===== src/rtl/i2c_rx_pkg.sv =====
package i2c_rx_pkg;
    localparam int BYTE_W = 8;
    localparam int CNT_W  = $clog2(BYTE_W + 2);
    localparam logic [CNT_W-1:0] CNT_LAST = CNT_W'(BYTE_W);
    localparam logic [CNT_W-1:0] CNT_ACK  = CNT_W'(BYTE_W + 1);
    localparam logic [4:0] TEN_PREFIX = 5'b11110;

    typedef enum logic [2:0] {
        PH_IDLE,
        PH_ADDR,
        PH_ADDR_LO,
        PH_DATA,
        PH_SKIP
    } phase_e;

    typedef struct packed {
        logic start;
        logic stop;
        logic scl_rise;
        logic scl_fall;
        logic sda;
    } bus_ev_t;

    typedef struct packed {
        logic   hit;
        phase_e nxt;
        logic   want_upd;
        logic   full_ten;
    } match_t;
endpackage


===== src/rtl/i2c_rx_sync.sv =====
module i2c_rx_sync
    import i2c_rx_pkg::*;
#(
    parameter int SYNC_STAGES = 2
) (
    input  logic    clk,
    input  logic    rst_n,
    input  logic    scl_i,
    input  logic    sda_i,
    output bus_ev_t ev
);
    localparam int LAST = SYNC_STAGES - 1;

    typedef struct packed {
        logic [SYNC_STAGES-1:0] scl_pipe;
        logic [SYNC_STAGES-1:0] sda_pipe;
        logic                   scl_prev;
        logic                   sda_prev;
    } sync_t;

    sync_t s_d, s_q;

    always_comb begin
        s_d = s_q;
        if (SYNC_STAGES > 1) begin
            s_d.scl_pipe = {s_q.scl_pipe[SYNC_STAGES-2:0], scl_i};
            s_d.sda_pipe = {s_q.sda_pipe[SYNC_STAGES-2:0], sda_i};
        end else begin
            s_d.scl_pipe = SYNC_STAGES'(scl_i);
            s_d.sda_pipe = SYNC_STAGES'(sda_i);
        end
        s_d.scl_prev = s_q.scl_pipe[LAST];
        s_d.sda_prev = s_q.sda_pipe[LAST];
    end

    always_ff @(posedge clk or negedge rst_n) begin
        if (!rst_n) begin
            s_q <= '{scl_pipe: '1, sda_pipe: '1, scl_prev: 1'b1, sda_prev: 1'b1};
        end else begin
            s_q <= s_d;
        end
    end

    logic scl_now, sda_now, scl_held;
    assign scl_now  = s_q.scl_pipe[LAST];
    assign sda_now  = s_q.sda_pipe[LAST];
    assign scl_held = scl_now & s_q.scl_prev;

    assign ev.scl_rise = scl_now & ~s_q.scl_prev;
    assign ev.scl_fall = ~scl_now & s_q.scl_prev;
    assign ev.start    = scl_held & s_q.sda_prev & ~sda_now;
    assign ev.stop     = scl_held & ~s_q.sda_prev & sda_now;
    assign ev.sda      = sda_now;
endmodule


===== src/rtl/i2c_rx_match.sv =====
module i2c_rx_match
    import i2c_rx_pkg::*;
(
    input  phase_e              phase,
    input  logic                ten_bit,
    input  logic                ten_held,
    input  logic [BYTE_W-1:0]   shreg,
    input  logic [BYTE_W-1:0]   addr,
    output match_t              res
);
    logic seven_ok, hdr_ok, is_read;

    assign seven_ok = (shreg[BYTE_W-1:1] == addr[BYTE_W-1:1]);
    assign hdr_ok   = (shreg[BYTE_W-1:3] == TEN_PREFIX) && (shreg[2:1] == addr[2:1]);
    assign is_read  = shreg[0];

    always_comb begin
        res = '{hit: 1'b0, nxt: PH_SKIP, want_upd: 1'b0, full_ten: 1'b0};
        unique case (phase)
            PH_ADDR: begin
                if (!ten_bit) begin
                    res.hit = seven_ok;
                    res.nxt = is_read ? PH_SKIP : PH_DATA;
                end else if (ten_held) begin
                    res.hit = hdr_ok;
                    res.nxt = is_read ? PH_SKIP : PH_DATA;
                end else begin
                    res.hit      = hdr_ok && !is_read;
                    res.nxt      = PH_ADDR_LO;
                    res.want_upd = 1'b1;
                end
            end
            PH_ADDR_LO: begin
                res.hit      = (shreg == addr);
                res.nxt      = PH_DATA;
                res.want_upd = 1'b1;
                res.full_ten = 1'b1;
            end
            PH_DATA: begin
                res.hit = 1'b1;
                res.nxt = PH_DATA;
            end
            default: ;
        endcase
    end
endmodule


===== src/rtl/i2c_rx_ctrl.sv =====
module i2c_rx_ctrl
    import i2c_rx_pkg::*;
(
    input  logic              clk,
    input  logic              rst_n,
    input  logic              enable,
    input  logic              ten_bit,
    input  bus_ev_t           ev,
    input  logic              rd_en,
    input  logic              addr_wr,
    input  logic [BYTE_W-1:0] addr_wdata,
    input  logic              ovf_clr,
    input  logic              irq_clr,
    output logic [BYTE_W-1:0] rd_data,
    output logic              buf_full,
    output logic              overflow,
    output logic              upd_addr,
    output logic              irq,
    output logic              sda_pull,
    output logic              scl_pull
);
    typedef struct packed {
        phase_e            phase;
        logic [CNT_W-1:0]  cnt;
        logic [BYTE_W-1:0] shreg;
        logic [BYTE_W-1:0] rbuf;
        logic [BYTE_W-1:0] addr;
        logic              full;
        logic              ovf;
        logic              upd;
        logic              flag;
        logic              pend;
        logic              ack;
        logic              stretch;
        logic              ten_held;
    } ctrl_t;

    ctrl_t c_d, c_q;
    match_t m;

    i2c_rx_match u_match (
        .phase    (c_q.phase),
        .ten_bit  (ten_bit),
        .ten_held (c_q.ten_held),
        .shreg    (c_q.shreg),
        .addr     (c_q.addr),
        .res      (m)
    );

    always_comb begin
        c_d = c_q;
        if (addr_wr) begin
            c_d.addr    = addr_wdata;
            c_d.upd     = 1'b0;
            c_d.stretch = 1'b0;
        end
        if (rd_en)   c_d.full = 1'b0;
        if (ovf_clr) c_d.ovf  = 1'b0;
        if (irq_clr) c_d.flag = 1'b0;

        if (!enable || ev.stop) begin
            c_d.phase    = PH_IDLE;
            c_d.cnt      = '0;
            c_d.ack      = 1'b0;
            c_d.pend     = 1'b0;
            c_d.stretch  = 1'b0;
            c_d.ten_held = 1'b0;
        end else if (ev.start) begin
            c_d.phase   = PH_ADDR;
            c_d.cnt     = '0;
            c_d.ack     = 1'b0;
            c_d.pend    = 1'b0;
            c_d.stretch = 1'b0;
        end else if (c_q.phase != PH_IDLE) begin
            if (ev.scl_rise && c_q.cnt < CNT_LAST) begin
                c_d.shreg = {c_q.shreg[BYTE_W-2:0], ev.sda};
                c_d.cnt   = c_q.cnt + 1'b1;
            end else if (ev.scl_fall && c_q.cnt == CNT_LAST) begin
                c_d.cnt = CNT_ACK;
                if (c_q.phase != PH_SKIP) begin
                    if (!m.hit) begin
                        c_d.phase = PH_SKIP;
                    end else if (!c_q.full && !c_q.ovf) begin
                        c_d.pend  = 1'b1;
                        c_d.rbuf  = c_q.shreg;
                        c_d.full  = 1'b1;
                        c_d.ack   = 1'b1;
                        c_d.phase = m.nxt;
                        if (m.want_upd && ten_bit) c_d.upd      = 1'b1;
                        if (m.full_ten)            c_d.ten_held = 1'b1;
                    end else begin
                        c_d.pend  = 1'b1;
                        c_d.phase = PH_SKIP;
                        if (c_q.full) c_d.ovf = 1'b1;
                    end
                end
            end else if (ev.scl_fall && c_q.cnt == CNT_ACK) begin
                c_d.cnt     = '0;
                c_d.ack     = 1'b0;
                c_d.pend    = 1'b0;
                c_d.stretch = c_d.upd;
                if (c_q.pend) c_d.flag = 1'b1;
            end
        end
    end

    always_ff @(posedge clk or negedge rst_n) begin
        if (!rst_n) begin
            c_q <= '{phase: PH_IDLE, default: '0};
        end else begin
            c_q <= c_d;
        end
    end

    assign rd_data  = c_q.rbuf;
    assign buf_full = c_q.full;
    assign overflow = c_q.ovf;
    assign upd_addr = c_q.upd;
    assign irq      = c_q.flag;
    assign sda_pull = c_q.ack;
    assign scl_pull = c_q.stretch;
endmodule


===== src/rtl/i2c_slave_rx.sv =====
module i2c_slave_rx
    import i2c_rx_pkg::*;
#(
    parameter int SYNC_STAGES = 2
) (
    input  logic              clk,
    input  logic              rst_n,
    input  logic              enable,
    input  logic              ten_bit_mode,
    input  logic              scl_i,
    input  logic              sda_i,
    output logic              scl_oe,
    output logic              sda_oe,
    input  logic              rd_en,
    output logic [BYTE_W-1:0] rd_data,
    input  logic              addr_wr,
    input  logic [BYTE_W-1:0] addr_wdata,
    input  logic              ovf_clr,
    input  logic              irq_clr,
    output logic              buf_full,
    output logic              overflow,
    output logic              upd_addr,
    output logic              irq
);
    bus_ev_t ev;

    i2c_rx_sync #(.SYNC_STAGES(SYNC_STAGES)) u_sync (
        .clk   (clk),
        .rst_n (rst_n),
        .scl_i (scl_i),
        .sda_i (sda_i),
        .ev    (ev)
    );

    i2c_rx_ctrl u_ctrl (
        .clk        (clk),
        .rst_n      (rst_n),
        .enable     (enable),
        .ten_bit    (ten_bit_mode),
        .ev         (ev),
        .rd_en      (rd_en),
        .addr_wr    (addr_wr),
        .addr_wdata (addr_wdata),
        .ovf_clr    (ovf_clr),
        .irq_clr    (irq_clr),
        .rd_data    (rd_data),
        .buf_full   (buf_full),
        .overflow   (overflow),
        .upd_addr   (upd_addr),
        .irq        (irq),
        .sda_pull   (sda_oe),
        .scl_pull   (scl_oe)
    );
endmodule


===== config.mk =====
export PLATFORM = sky130hd
export DESIGN_NAME = i2c_slave_rx
export DESIGN_NICKNAME = d
export VERILOG_FILES = /design/src/rtl/i2c_rx_pkg.sv /design/src/rtl/i2c_rx_sync.sv /design/src/rtl/i2c_rx_match.sv /design/src/rtl/i2c_rx_ctrl.sv /design/src/rtl/i2c_slave_rx.sv
export SDC_FILE = /design/constraint.sdc
export NUM_CORES = 1
export LEC_CHECK = 0
export BUFFER_PORTS_ARGS = -buffer_cell sky130_fd_sc_hd__buf_2
export CORE_MARGIN = 10
export CORE_UTILIZATION = 40
export DETAILED_ROUTE_END_ITERATION = 10
export PLACE_DENSITY = 0.64
export REMOVE_ABC_BUFFERS = 1
export SETUP_SLACK_MARGIN = 0.1
export SYNTH_ARGS = -nofsm -noshare
export SYNTH_HDL_FRONTEND = slang
export SYNTH_HIERARCHICAL = 1
export SYNTH_SLANG_ARGS = --single-unit

===== constraint.sdc =====
create_clock -name clk -period 5.3 [get_ports clk]
set_clock_uncertainty 0.05 [all_clocks]
set_input_delay 0.265 -clock clk [delete_from_list [all_inputs] [get_ports clk]]
set_output_delay 0.265 -clock clk [all_outputs]
set_load 0.05 [all_outputs]

## Yosys cells after proc, flatten, opt, wreduce, memory -nomap -nowiden

Cells that the tools add are included.

- Register bits: 45
- Input bits: 18
- Word-level logic and storage cells: 138

- $add $sub $neg: 1
- Magnitude comparators: 1
- Equality and inequality tests: 16
- Multiplexer cells: 58
- Bitwise gates (word level): 14
- Reduce and logical (&&, ||, !) cells: 31

Operator list:

| kind | count |
|---|---|
| two-way mux 8 bit | 8 |
| two-way mux 4 bit | 9 |
| two-way mux 3 bit | 10 |
| two-way mux 1 bit | 23 |
| two-way mux 23 bit | 1 |
| AND reduction 8 bit | 2 |
| two-way mux 7 bit | 2 |
| one-hot mux 4 bit (3 select lines) | 1 |
| nonzero test 2 bit | 6 |
| nonzero test 3 bit | 4 |
| == test 4 bit, second input constant | 2 |
| == test 8 bit | 1 |
| inequality test 4 x 3 -> 1 bit, second input constant | 2 |
| AND reduction 4 bit | 2 |
| bitwise AND 1 bit | 7 |
| == test 7 bit | 1 |
| logical AND 1 bit | 7 |
| NOT 1 bit | 7 |
| == test 3 x 2 -> 1 bit, second input constant | 2 |
| two-way mux 2 bit | 3 |
| AND reduction 6 bit | 1 |
| == test 5 bit, second input constant | 1 |
| AND reduction 5 bit | 1 |
| nonzero test 5 bit | 1 |
| 13 further kinds | 17 |

## Longest topological paths before layout

- Depth after elaboration: 14
- Mapped depth: 8
- Depth with buffers taken out: 7

## Modules after synthesis

The synthesis kept the hierarchy.

By module, submodules not included:

| module | instances | cells an instance | area an instance (µm²) | sequential area each (µm²) |
|---|---|---|---|---|
| i2c_rx_ctrl | 1 | 140 | 1759.2 | 975.9 |
| i2c_rx_match | 1 | 32 | 210.2 | 0.0 |
| i2c_rx_sync | 1 | 11 | 197.7 | 157.7 |

## Least setup slack after synthesis

Ideal clock, no wire load.

- Kind: register -> register
- Start: register u_ctrl/c_q[24] (netlist name)
- End: register u_ctrl.c_q (netlist bit u_ctrl/rd_data[0])
- Setup time: 0.125 ns
- Arrival time: 1.943 ns
- Path slack: 3.183 ns
- Cell stages (with the launch flop): 9
- Cells stage by stage: dfrtp_1 -> nor2b_1 -> nor4b_2 -> a21oi_1 -> o32ai_2 -> and2_1 -> and3_1 -> buf_4 -> mux2_2

RTL lines:

| what | RTL line | RTL |
|---|---|---|
| start, declared | i2c_rx_ctrl.sv:38 | `ctrl_t c_d, c_q;` |
| start signal, assigned | i2c_rx_ctrl.sv:109 | `c_q <= '{phase: PH_IDLE, default: '0};` |
| start signal, assigned | i2c_rx_ctrl.sv:111 | `c_q <= c_d;` |

==> flow_summary.yaml <==
die:
  io_pins: 32
  fp.dieW_um: 93.61
  core_sq_um: 5172
  die_h_um: 93.61
  start_util: 0.4190
  rows: 26
  dieArea_sq_um: 8762
timing:
  setup-tns-final_ns: 0
  max_freq_mhz: 386.0
  setup_viol: 0
  rsz0062_at_grt: "false"
  min_period_ns: 2.591
  relSlewSlack: 0.3697
  tightest_slew_ns: 0.9454
  period_share: 0.4888
  whs_ns: 0.06983
  hold_viol: 0
  finalMaxSlewViolations: 0
critical_path:
  path_max_fanout: 10
  rr_endpoint: "u_ctrl/rd_data[2]"
  r2r_start: "u_ctrl/c_q[24]"
  crit_type: "reg -> reg"
  worstSetupStartpointType: "register"
  ff2ff_setup_slack_ns: 2.71
  cp.required_ns: 5.43
  end_kind: "register"
  arrival_ns: 2.72
  r2r_cells: 7
run_status:
  status: "finished, final reports clean"
logic_synthesis:
  synth_flop_cell: "dfrtp_1"
  syn_inst: 183
  synth_top_area_frac: 0.4503
  synth_seq_cells: 45
  synthArstFlopShare: 1.000
  syn_area_sq_um: 2167
  synth-edff-count: 0
  yosysWarnings: 6
  synth_most_common_cell: "dfrtp_1"
  yosys-top-cells-count: "39 x dfrtp_1, 24 x mux2_2, 16 x nor2_1"
  synthTopCellsByArea: "dfrtp_1 45%, mux2_2 12%, dfstp_2 7.3%"
  syn_avg_cell_area_sq_um: 11.84
  synth_area_leader_cell: "dfrtp_1"
  synth_cell_types: 46
  yosysSeqAreaShare: 0.5231
placement:
  port_buffers: 31
  dp_cells: 272
  hpwl_um: 3118
  gp_congestion: 0.8724
  placed_area_sq_um: 2320
grt:
  grt_start_max_net_pins: 46
  grt_overflow: 0
  track_usage: 0.1030
  grt_pass1_vias: 1539
  antenna_found_initial: 0
  grt_first_pass_wirelength_um: 7355
power:
  power.leakage_nw: 1.142
  power-per-cell-area_nw_per_um2: 250.7
  power_switching_mw: 0.1389
  internal_power_mw: 0.4688
  clkPwrFrac: 0.330
  peakVddDrop_v: 0.0001141
  seqPwrFrac: 0.599
  swShare: 0.2286
  combPwrFrac: 0.071
drt:
  wl_per_cell_um: 14.61
  drt_iter0_markers: 57
  avgViaCountPerCell: 5.053
  drcViolationCount: 0
  final_antenna_net_count: 0
  dr.pass1.iters: 4
  vias: 1425
  totalWireLength_um: 4121
cells_and_area:
  drive_gt1_frac: 0.3538
  areaGrowthSynthToFinish_pct: 11.84
  final_area_sq_um: 2424
  final.fill_count: 500
  antennaDiodeCount: 0
  fin_cells: 282
  fin_nets: 232
clock_tree:
  cts_made_buffers: 5
  cts_htree_levels: 2
  root_buffer: "clkbuf_8"
  cts_sinks: 45
  clk_pin_slew_ns: 0.08
  clk_latency_ns: 0.29
  cts_buffer_depth: 2
  cts-resized-gates: 0
  tritoncts: "built"
job:
  max_cap_violations: 0
hold_path:
  hp-class: "in -> async"
-- flip-flops by register name, indices dropped and copies added (netlist names) --
register         count
u_ctrl/irq           1
u_ctrl/c_q          25
u_sync/s_d           3
u_ctrl/upd_addr      1
u_ctrl/sda_pull      1
u_ctrl/scl_pull      1
u_sync/s_q           2
u_ctrl/rd_data       8
u_ctrl/overflow      1
u_sync/ev            1
u_ctrl/buf_full      1
-- how the worst max path moves through the flow --
| stage | start | to | slack, ns | cells after the start |
|---|---|---|---|---|
| after floorplan | u_ctrl/c_q[24] | u_ctrl/rd_data[0] | 3.10 | 7 |
| after global placement | u_ctrl/c_q[24] | u_ctrl/rd_data[6] | 2.84 | 7 |
| after detailed placement | u_ctrl/c_q[24] | u_ctrl/rd_data[0] | 2.73 | 7 |
| after CTS | u_ctrl/c_q[24] | u_ctrl/rd_data[2] | 2.72 | 7 |
| after global routing | u_ctrl/c_q[24] | u_ctrl/rd_data[2] | 2.54 | 7 |
| final | u_ctrl/c_q[24] | u_ctrl/rd_data[2] | 2.71 | 7 |
-- worst max-delay path, stage by stage (launching register included) --
cell and delay [ns]:
dfrtp_1 0.45, nor2b_1 0.18, nor4b_2 0.21, a21oi_1 0.11, o32ai_2 0.31, and2_1 0.27, and3_1 0.50, mux2_2 0.40
-- layout by cell type (no fill, tap or decap), drive strengths merged, types with 4 or more instances in the layout --
cell	netlist	layout
mux2	24	24
xor2	7	7
nand2	4	4
a21oi	9	9
nor3	6	6
dfstp	6	6
dfrtp	39	39
inv	10	10
buf	11	31
nor2	16	16
clkbuf	1	7
nand3	4	4
-- timing repair --
item                      4_1_cts  5_1_grt
hold endpoints to repair        2        0
buffers inserted                0        0
hold buffers                    2        0
-- cell families after synthesis --
| family | synth area share |
|---|---|
| AND/OR/NAND/NOR | 0.1553 |
| flip-flops | 0.5231 |
| AO/OA/AOI/OAI | 0.07968 |
| multiplexers | 0.1293 |
| buffers and inverters | 0.05889 |
| XOR/XNOR | 0.03638 |
| adder cells (fa/ha/maj) | 0.01732 |
-- layout make-up --
class,count,area (sq um),area share
clock buffers,7,76.32,0.03149
clock inverters,1,7.507,0.003098
inverters,10,37.54,0.01549
multi-input cells,116,905.9,0.3738
flip-flops and latches,45,1134,0.4677
well taps,70,87.58,0.03614
repair buffers,33,175.2,0.07228
-- power groups by stage --
stage | clock network [mW] | logic, mW | registers, mW
floorplan | 0 | 0.0243 | 0.368
global placement | 0 | 0.0427 | 0.371
detailed placement | 0 | 0.0434 | 0.371
CTS | 0.210 | 0.0447 | 0.364
global route | 0.228 | 0.0495 | 0.366
finish | 0.200 | 0.0431 | 0.364
-- per-stage QoR --
| stage | utilization | power, mW | worst slack, ns |
|---|---|---|---|
| after floorplan | - | 0.3926 | 3.101 |
| after global placement | 0.4485 | 0.4134 | 2.840 |
| after detailed placement | 0.4485 | 0.4146 | 2.729 |
| after CTS | 0.4686 | 0.6191 | 2.718 |
| after global routing | 0.4686 | 0.6440 | 2.540 |
| final | 0.4686 | 0.6077 | 2.709 |
-- layer usage --
metal  track usage  routed length, um  vias up
li1              -                  -      692
met1        0.1232               1864      692
met5             0                  0        -
met4       0.04177                 84        0
met2        0.1647               1949       30
met3       0.03677                223       11
No activity file was read; power rests on OpenSTA's default activity.
